File: config.mk
export PLATFORM = sky130hd
export DESIGN_NAME = hdx_conv_if
export DESIGN_NICKNAME = d
export VERILOG_FILES = /design/src/rtl/hdx_pkg.sv /design/src/rtl/hdx_mode_ctrl.sv /design/src/rtl/hdx_dac_path.sv /design/src/rtl/hdx_adc_path.sv /design/src/rtl/hdx_conv_if.sv
export SDC_FILE = /design/constraint.sdc
export NUM_CORES = 1
export LEC_CHECK = 0
export BUFFER_PORTS_ARGS = -buffer_cell sky130_fd_sc_hd__buf_4
export CAP_MARGIN = 20
export CELL_PAD_IN_SITES_DETAIL_PLACEMENT = 1
export CELL_PAD_IN_SITES_GLOBAL_PLACEMENT = 2
export CORE_ASPECT_RATIO = 1.5
export CORE_MARGIN = 2
export CORE_UTILIZATION = 35
export DETAILED_ROUTE_END_ITERATION = 8
export PLACE_DENSITY_LB_ADDON = 0.1
export RECOVER_POWER = 50
export SKIP_CTS_REPAIR_TIMING = 1
export SYNTH_ARGS = -nofsm -noshare
export SYNTH_HDL_FRONTEND = slang
export SYNTH_SLANG_ARGS = --single-unit
File: constraint.sdc
create_clock -name clk_i -period 2.15 [get_ports clk_i]
set_input_delay 0 -clock clk_i [delete_from_list [all_inputs] [get_ports clk_i]]
set_output_delay 0 -clock clk_i [all_outputs]
set_load 0.03 [all_outputs]
File: src/rtl/hdx_pkg.sv
`timescale 1ns/1ps
package hdx_pkg;
  typedef enum logic [1:0] {
    MODE_OFF = 2'b00,
    MODE_TX  = 2'b01,
    MODE_RX  = 2'b10
  } mode_e;

  function automatic mode_e decode_mode(input logic rx_en, input logic tx_en);
    if (rx_en && !tx_en) return MODE_RX;
    if (!rx_en && tx_en) return MODE_TX;
    return MODE_OFF;
  endfunction
endpackage

File: src/rtl/hdx_mode_ctrl.sv
`timescale 1ns/1ps
module hdx_mode_ctrl
  import hdx_pkg::*;
#(
  parameter int unsigned WAKE_CYCLES = 120
) (
  input  logic  clk_i,
  input  logic  rst_ni,
  input  logic  rx_en_i,
  input  logic  tx_en_i,
  output mode_e mode_o,
  output logic  ready_o
);
  localparam int unsigned CW = $clog2(WAKE_CYCLES + 1);

  logic [CW-1:0] cnt_q;
  logic          active;

  assign mode_o  = decode_mode(rx_en_i, tx_en_i);
  assign active  = (mode_o != MODE_OFF);
  assign ready_o = active && (cnt_q == '0);

  // reload in shutdown, count down once active
  always_ff @(posedge clk_i or negedge rst_ni) begin
    if (!rst_ni)               cnt_q <= CW'(WAKE_CYCLES);
    else if (!active)          cnt_q <= CW'(WAKE_CYCLES);
    else if (cnt_q != '0)      cnt_q <= cnt_q - 1'b1;
  end

  assert_wake_step_R9: assert property (@(posedge clk_i) disable iff (!rst_ni)
    (active && cnt_q != '0) |=> (cnt_q == $past(cnt_q) - 1'b1));
  assert_ready_rise_R9: assert property (@(posedge clk_i) disable iff (!rst_ni)
    $rose(ready_o) |-> ($past(mode_o) != MODE_OFF));
  assert_cnt_range_R9: assert property (@(posedge clk_i) disable iff (!rst_ni)
    cnt_q <= CW'(WAKE_CYCLES));
endmodule

File: src/rtl/hdx_dac_path.sv
`timescale 1ns/1ps
module hdx_dac_path
  import hdx_pkg::*;
#(
  parameter int unsigned DAC_W = 7
) (
  input  logic             clk_i,
  input  logic             rst_ni,
  input  mode_e            mode_i,
  input  logic             ready_i,
  input  logic [DAC_W-1:0] word_i,
  output logic [DAC_W-1:0] dac_o
);
  logic [DAC_W-1:0] in_q, dac_q;
  logic             tx_ok;

  assign tx_ok = (mode_i == MODE_TX) && ready_i;

  // input register: falling edge
  always_ff @(negedge clk_i or negedge rst_ni) begin
    if (!rst_ni)                in_q <= '0;
    else if (mode_i == MODE_TX) in_q <= word_i;
  end

  // converter register: rising edge
  always_ff @(posedge clk_i or negedge rst_ni) begin
    if (!rst_ni)    dac_q <= '0;
    else if (tx_ok) dac_q <= in_q;
  end

  assign dac_o = dac_q;

  assert_dac_hold_R4: assert property (@(posedge clk_i) disable iff (!rst_ni)
    !tx_ok |=> $stable(dac_q));
  assert_dac_src_R2: assert property (@(posedge clk_i) disable iff (!rst_ni)
    tx_ok |=> (dac_q == $past(in_q)));
endmodule

File: src/rtl/hdx_adc_path.sv
`timescale 1ns/1ps
module hdx_adc_path
  import hdx_pkg::*;
#(
  parameter int unsigned ADC_W = 5
) (
  input  logic             clk_i,
  input  logic             rst_ni,
  input  mode_e            mode_i,
  input  logic             ready_i,
  input  logic [ADC_W-1:0] level_i,
  output logic [ADC_W-1:0] code_o
);
  logic [ADC_W-1:0] samp_q, code_q, code_d;
  logic             rx_ok, off;

  assign rx_ok = (mode_i == MODE_RX) && ready_i;
  assign off   = (mode_i == MODE_OFF);

  // offset binary level -> two's complement
  assign code_d = {~samp_q[ADC_W-1], samp_q[ADC_W-2:0]};

  always_ff @(negedge clk_i or negedge rst_ni) begin
    if (!rst_ni)                samp_q <= '0;
    else if (mode_i == MODE_RX) samp_q <= level_i;
  end

  always_ff @(posedge clk_i or negedge rst_ni) begin
    if (!rst_ni)    code_q <= '0;
    else if (off)   code_q <= '0;
    else if (rx_ok) code_q <= code_d;
  end

  // pins never high while shut down
  assign code_o = off ? '0 : code_q;

  assert_adc_off_clear_R7: assert property (@(posedge clk_i) disable iff (!rst_ni)
    off |=> (code_q == '0));
  assert_adc_hold_R8: assert property (@(posedge clk_i) disable iff (!rst_ni)
    (!rx_ok && !off) |=> $stable(code_q));
  assert_adc_pin_low_R7: assert property (@(posedge clk_i) disable iff (!rst_ni)
    off |-> (code_o == '0));
endmodule

File: src/rtl/hdx_conv_if.sv
`timescale 1ns/1ps
module hdx_conv_if
  import hdx_pkg::*;
#(
  parameter int unsigned DAC_W   = 7,
  parameter int unsigned ADC_W   = 5,
  parameter int unsigned CLK_MHZ = 50,
  parameter int unsigned WAKE_NS = 2400
) (
  input  logic             clk_i,
  input  logic             rst_ni,
  input  logic             rx_en_i,
  input  logic             tx_en_i,
  input  logic [DAC_W-1:0] dac_word_i,
  output logic [DAC_W-1:0] dac_o,
  input  logic [ADC_W-1:0] adc_level_i,
  output logic [ADC_W-1:0] adc_code_o,
  output logic             ready_o
);
  localparam int unsigned WAKE_CYCLES = (CLK_MHZ * WAKE_NS) / 1000;

  mode_e mode;
  logic  ready;

  hdx_mode_ctrl #(.WAKE_CYCLES(WAKE_CYCLES)) u_mode (
    .clk_i   (clk_i),
    .rst_ni  (rst_ni),
    .rx_en_i (rx_en_i),
    .tx_en_i (tx_en_i),
    .mode_o  (mode),
    .ready_o (ready)
  );

  hdx_dac_path #(.DAC_W(DAC_W)) u_dac (
    .clk_i   (clk_i),
    .rst_ni  (rst_ni),
    .mode_i  (mode),
    .ready_i (ready),
    .word_i  (dac_word_i),
    .dac_o   (dac_o)
  );

  hdx_adc_path #(.ADC_W(ADC_W)) u_adc (
    .clk_i   (clk_i),
    .rst_ni  (rst_ni),
    .mode_i  (mode),
    .ready_i (ready),
    .level_i (adc_level_i),
    .code_o  (adc_code_o)
  );

  assign ready_o = ready;

  assert_no_dac_move_unready_R10: assert property (@(posedge clk_i) disable iff (!rst_ni)
    !ready_o |=> $stable(dac_o));
  assert_switch_keeps_ready_R12: assert property (@(posedge clk_i) disable iff (!rst_ni)
    (ready_o && (rx_en_i != tx_en_i)) |=> (ready_o || (rx_en_i == tx_en_i)));
endmodule

==> results.txt <==
After detailed routing, the number of remaining DRC violations is 0. For this configuration, the core starts out at a cell density of 0.369. The first global-routing pass estimated 4680 um of wire. The achievable clock frequency came out at about 530 MHz. In this run the tightest slew margin relative to its limit is 0.678. The total CTS buffers came out at 5.

STA classifies the critical path startpoint as a flop. After layout, the minimum clock period comes to 1.88 ns. The clock slew seen by the registers of the worst setup and hold paths came out at around 0.060 ns. The routed wire length is 2710 um. The biggest cell delay along the critical path came out at 0.41 ns. The measured slew at the worst slew-check pin is 0.476 ns.

The post-synthesis cell type count came out at 30. The number of fillers in the final layout is approximately 420. The areal power density over the cells came out at roughly 800 nW/um^2. The count of final max-slew check failures is 0. Entering global routing, the biggest net connects 32 pins.

The initial antenna violation count came out at 0. The final clock period utilization by the worst path came out at 0.876. Setup repair after global routing left no endpoint under its margin. In the global route stage, overall resource usage came out at 0.149. The number of vias per cell is 5.08. The slowest stage of the critical path belongs to the cell dfrtp_1. By area the synthesized netlist is led by dfrtp_1, dfrtn_1, mux2_2. Traced cell by cell, the critical path runs through inv_1, ha_1, nor3b_2, nand4_2, mux2_2. The vertical die dimension is 80.3 um. The prevailing post-synth register cell is dfrtp_1. The proportion of synthesized chip area in sequential cells is 0.574. The sink count of the clock tree is 31.

Leaving out fill and tap cells, the most frequent cell in the layout is buf_4. The maximum level of the CTS H-tree is 2. The floorplan die width came out at 54.9 um.

The signed area change from the synthesized netlist to the final layout is 23.7%. Of all cell types, the one taking the most synthesized area is dfrtp_1. The boundary pin count is 29.

The count of synthesis-stage warnings from yosys came out at 0. The number of enable-type register cells in the synthesized netlist came out at 0. The total power consumption of the routed design came out at between 1000 and 1500 uW.

The cell leakage power is a little under 0.0008 uW. The synthesized netlist cell count is approximately 110. The port buffer count is 28. The worst setup path is captured at a flop. For this run, asynchronously set or reset flops after synthesis account for 1.00.

The post-synth net total is 126. The worst voltage drop across the vdd grid is 0.504 mV. For the worst-skew pair, the clock arrives at the later sink with an insertion delay of 0.28 ns. The master cell of the clock root buffer is clkbuf_8. The number of max-capacitance violations reported came out at 0. The worst endpoint required time is approximately 2.3 ns. The path class of the tightest hold or removal check is input pin to async pin. The setup TNS after final layout came out at 0 ns. In this run the deepest clock path goes through 2 buffers. The final layout net count is 162. The worst setup path is of the flop to flop kind. The setup-violating endpoint count in the final report is 0. The final hold violation count is 0. The final setup skew came out at 0.0122 ns. The flop and latch count out of synthesis is 31. The endpoint arrival time on the critical path is 2.04 ns. The mean instance size in the synthesized netlist came out at 12.8 um^2. Of the cells placed in the final design, the portion with a size suffix greater than 1 is 0.357. The area share of the largest cell type after synthesis came out at 0.276. TritonCTS built the clock tree.

The initialized floorplan defines 27 standard-cell rows. The overall overflow remaining after global route is 0. The via count of the first global-routing pass is 1013.

Routability-driven placement finished with a final weighted congestion of roughly 0.75. The cell area after technology mapping came out at 1360 um^2. The run finished with clean final reports. Leaving out fill and tap cells, the most frequent cells in the layout are buf_4, mux2_2, dfrtp_1, clkbuf_1, dfrtn_1. Of all nets on the critical path, the largest fanout is 7.

The region available for standard cell placement spans approximately 3700 um^2. The post-route antenna net violation count is 0. The number of design-rule violations left by the first detailed-router iteration came out at 12.

In the final routed layout, each cell accounts on average for 14.5 um. The half-perimeter wire length after detailed placement is approximately 2100 um. The first detailed-routing pass took 4 iterations.

The count of inserted antenna diode cells came out at 0. For this block, the via count after detailed routing is about 940. The area of the die is 4410 um^2.
-- flip-flops by register name (all words and copies together), names as in the netlist --
register and flops:
u_mode.cnt_q 7, u_dac.dac_o 7, u_dac.in_q 7, u_adc.code_q 5, u_adc.samp_q 5
-- metrics by stage --
step	cell area, um^2	worst slack [ns]	util	hold slack (ns)	std cells
2_1_floorplan	1360	0.216	-	-0.296	106
3_3_place_gp	1640	0.0785	0.444	-0.0489	177
3_5_place_dp	1640	0.0453	0.444	-0.0449	177
4_1_cts	1720	0.197	0.467	-0.339	185
5_1_grt	1680	0.115	0.457	0.223	186
6_report	1680	0.267	0.457	0.202	186
-- final timing paths --
path | from | to | slack (ns) | depth (start not counted)
setup / recovery | u_mode.cnt_q[0]$_DFFE_PN0P_ | u_dac.dac_o[3]$_DFFE_PN0P_ | 0.27 | 5
hold / removal | rst_ni | u_dac.dac_o[2]$_DFFE_PN0P_ | 0.20 | 2
setup reg to reg | u_mode.cnt_q[0]$_DFFE_PN0P_ | u_dac.dac_o[3]$_DFFE_PN0P_ | 0.27 | 5
hold reg to reg | u_dac.in_q[3]$_DFFE_NN0P_ | u_dac.in_q[3]$_DFFE_NN0P_ | 0.45 | 1
max in group asynchronous | rst_ni | u_dac.in_q[3]$_DFFE_NN0P_ | 0.68 | 2
min in group clk_i | tx_en_i | u_mode.cnt_q[0]$_DFFE_PN0P_ | 0.32 | 3
-- layout make-up --
class	count	area, um^2	area share
clock buffer	7	76.3	0.0454
clock inverter	1	5.00	0.00297
inverter	7	26.3	0.0156
multi-input combinational	64	536	0.318
sequential	31	781	0.464
tap	43	53.8	0.0320
timing repair buffer	33	205	0.122
-- where the power goes --
part           switching (uW)  internal (uW)  leakage, uW
clock                     194            227    0.0000422
sequential               52.2            663     0.000383
combinational             113            108     0.000350
total                     359            997     0.000776
-- critical path: cells and delay by family, from the launching register on --
family,cells,cell delay [ns]
AND/OR/NAND/NOR,2,0.70
multiplexers,1,0.36
buffers and inverters,1,0.10
adder cells (fa/ha/maj),1,0.21
flip-flops,1,0.41
-- metal layers --
| metal | wire length (um) | share of wire | track usage |
|---|---|---|---|
| met1 | 1180 | 0.44 | 0.181 |
| met2 | 1400 | 0.52 | 0.237 |
| met3 | 110 | 0.041 | 0.0428 |
| met4 | 17 | 0.0063 | 0.0659 |
| met5 | 0 | 0 | 0 |
-- kinds of logic (layout without fill, tap and decap cells) --
| kind of cell | count (synthesis) | in the layout | synth area share |
|---|---|---|---|
| adders and majority gates | 4 | 4 | 0.0368 |
| AOI/OAI and AO/OA | 20 | 20 | 0.106 |
| buffers and inverters | 11 | 48 | 0.0322 |
| DFF | 31 | 31 | 0.574 |
| muxes | 18 | 18 | 0.149 |
| and+or+nand+nor | 22 | 22 | 0.102 |
-- synthesized netlist by cell type, types with 2 or more instances --
cell type	instances
ha_1	4
dfstp_2	4
dfrtp_1	15
a22o_1	5
a21oi_1	3
nand2_1	3
clkbuf_1	2
o31ai_1	2
o21ai_0	4
nor3_1	2
inv_1	7
mux2_2	18
buf_2	2
o211ai_1	2
nor2b_1	5
dfrtn_1	12
nor2_1	3
No activity file was read; power rests on OpenSTA's default activity.
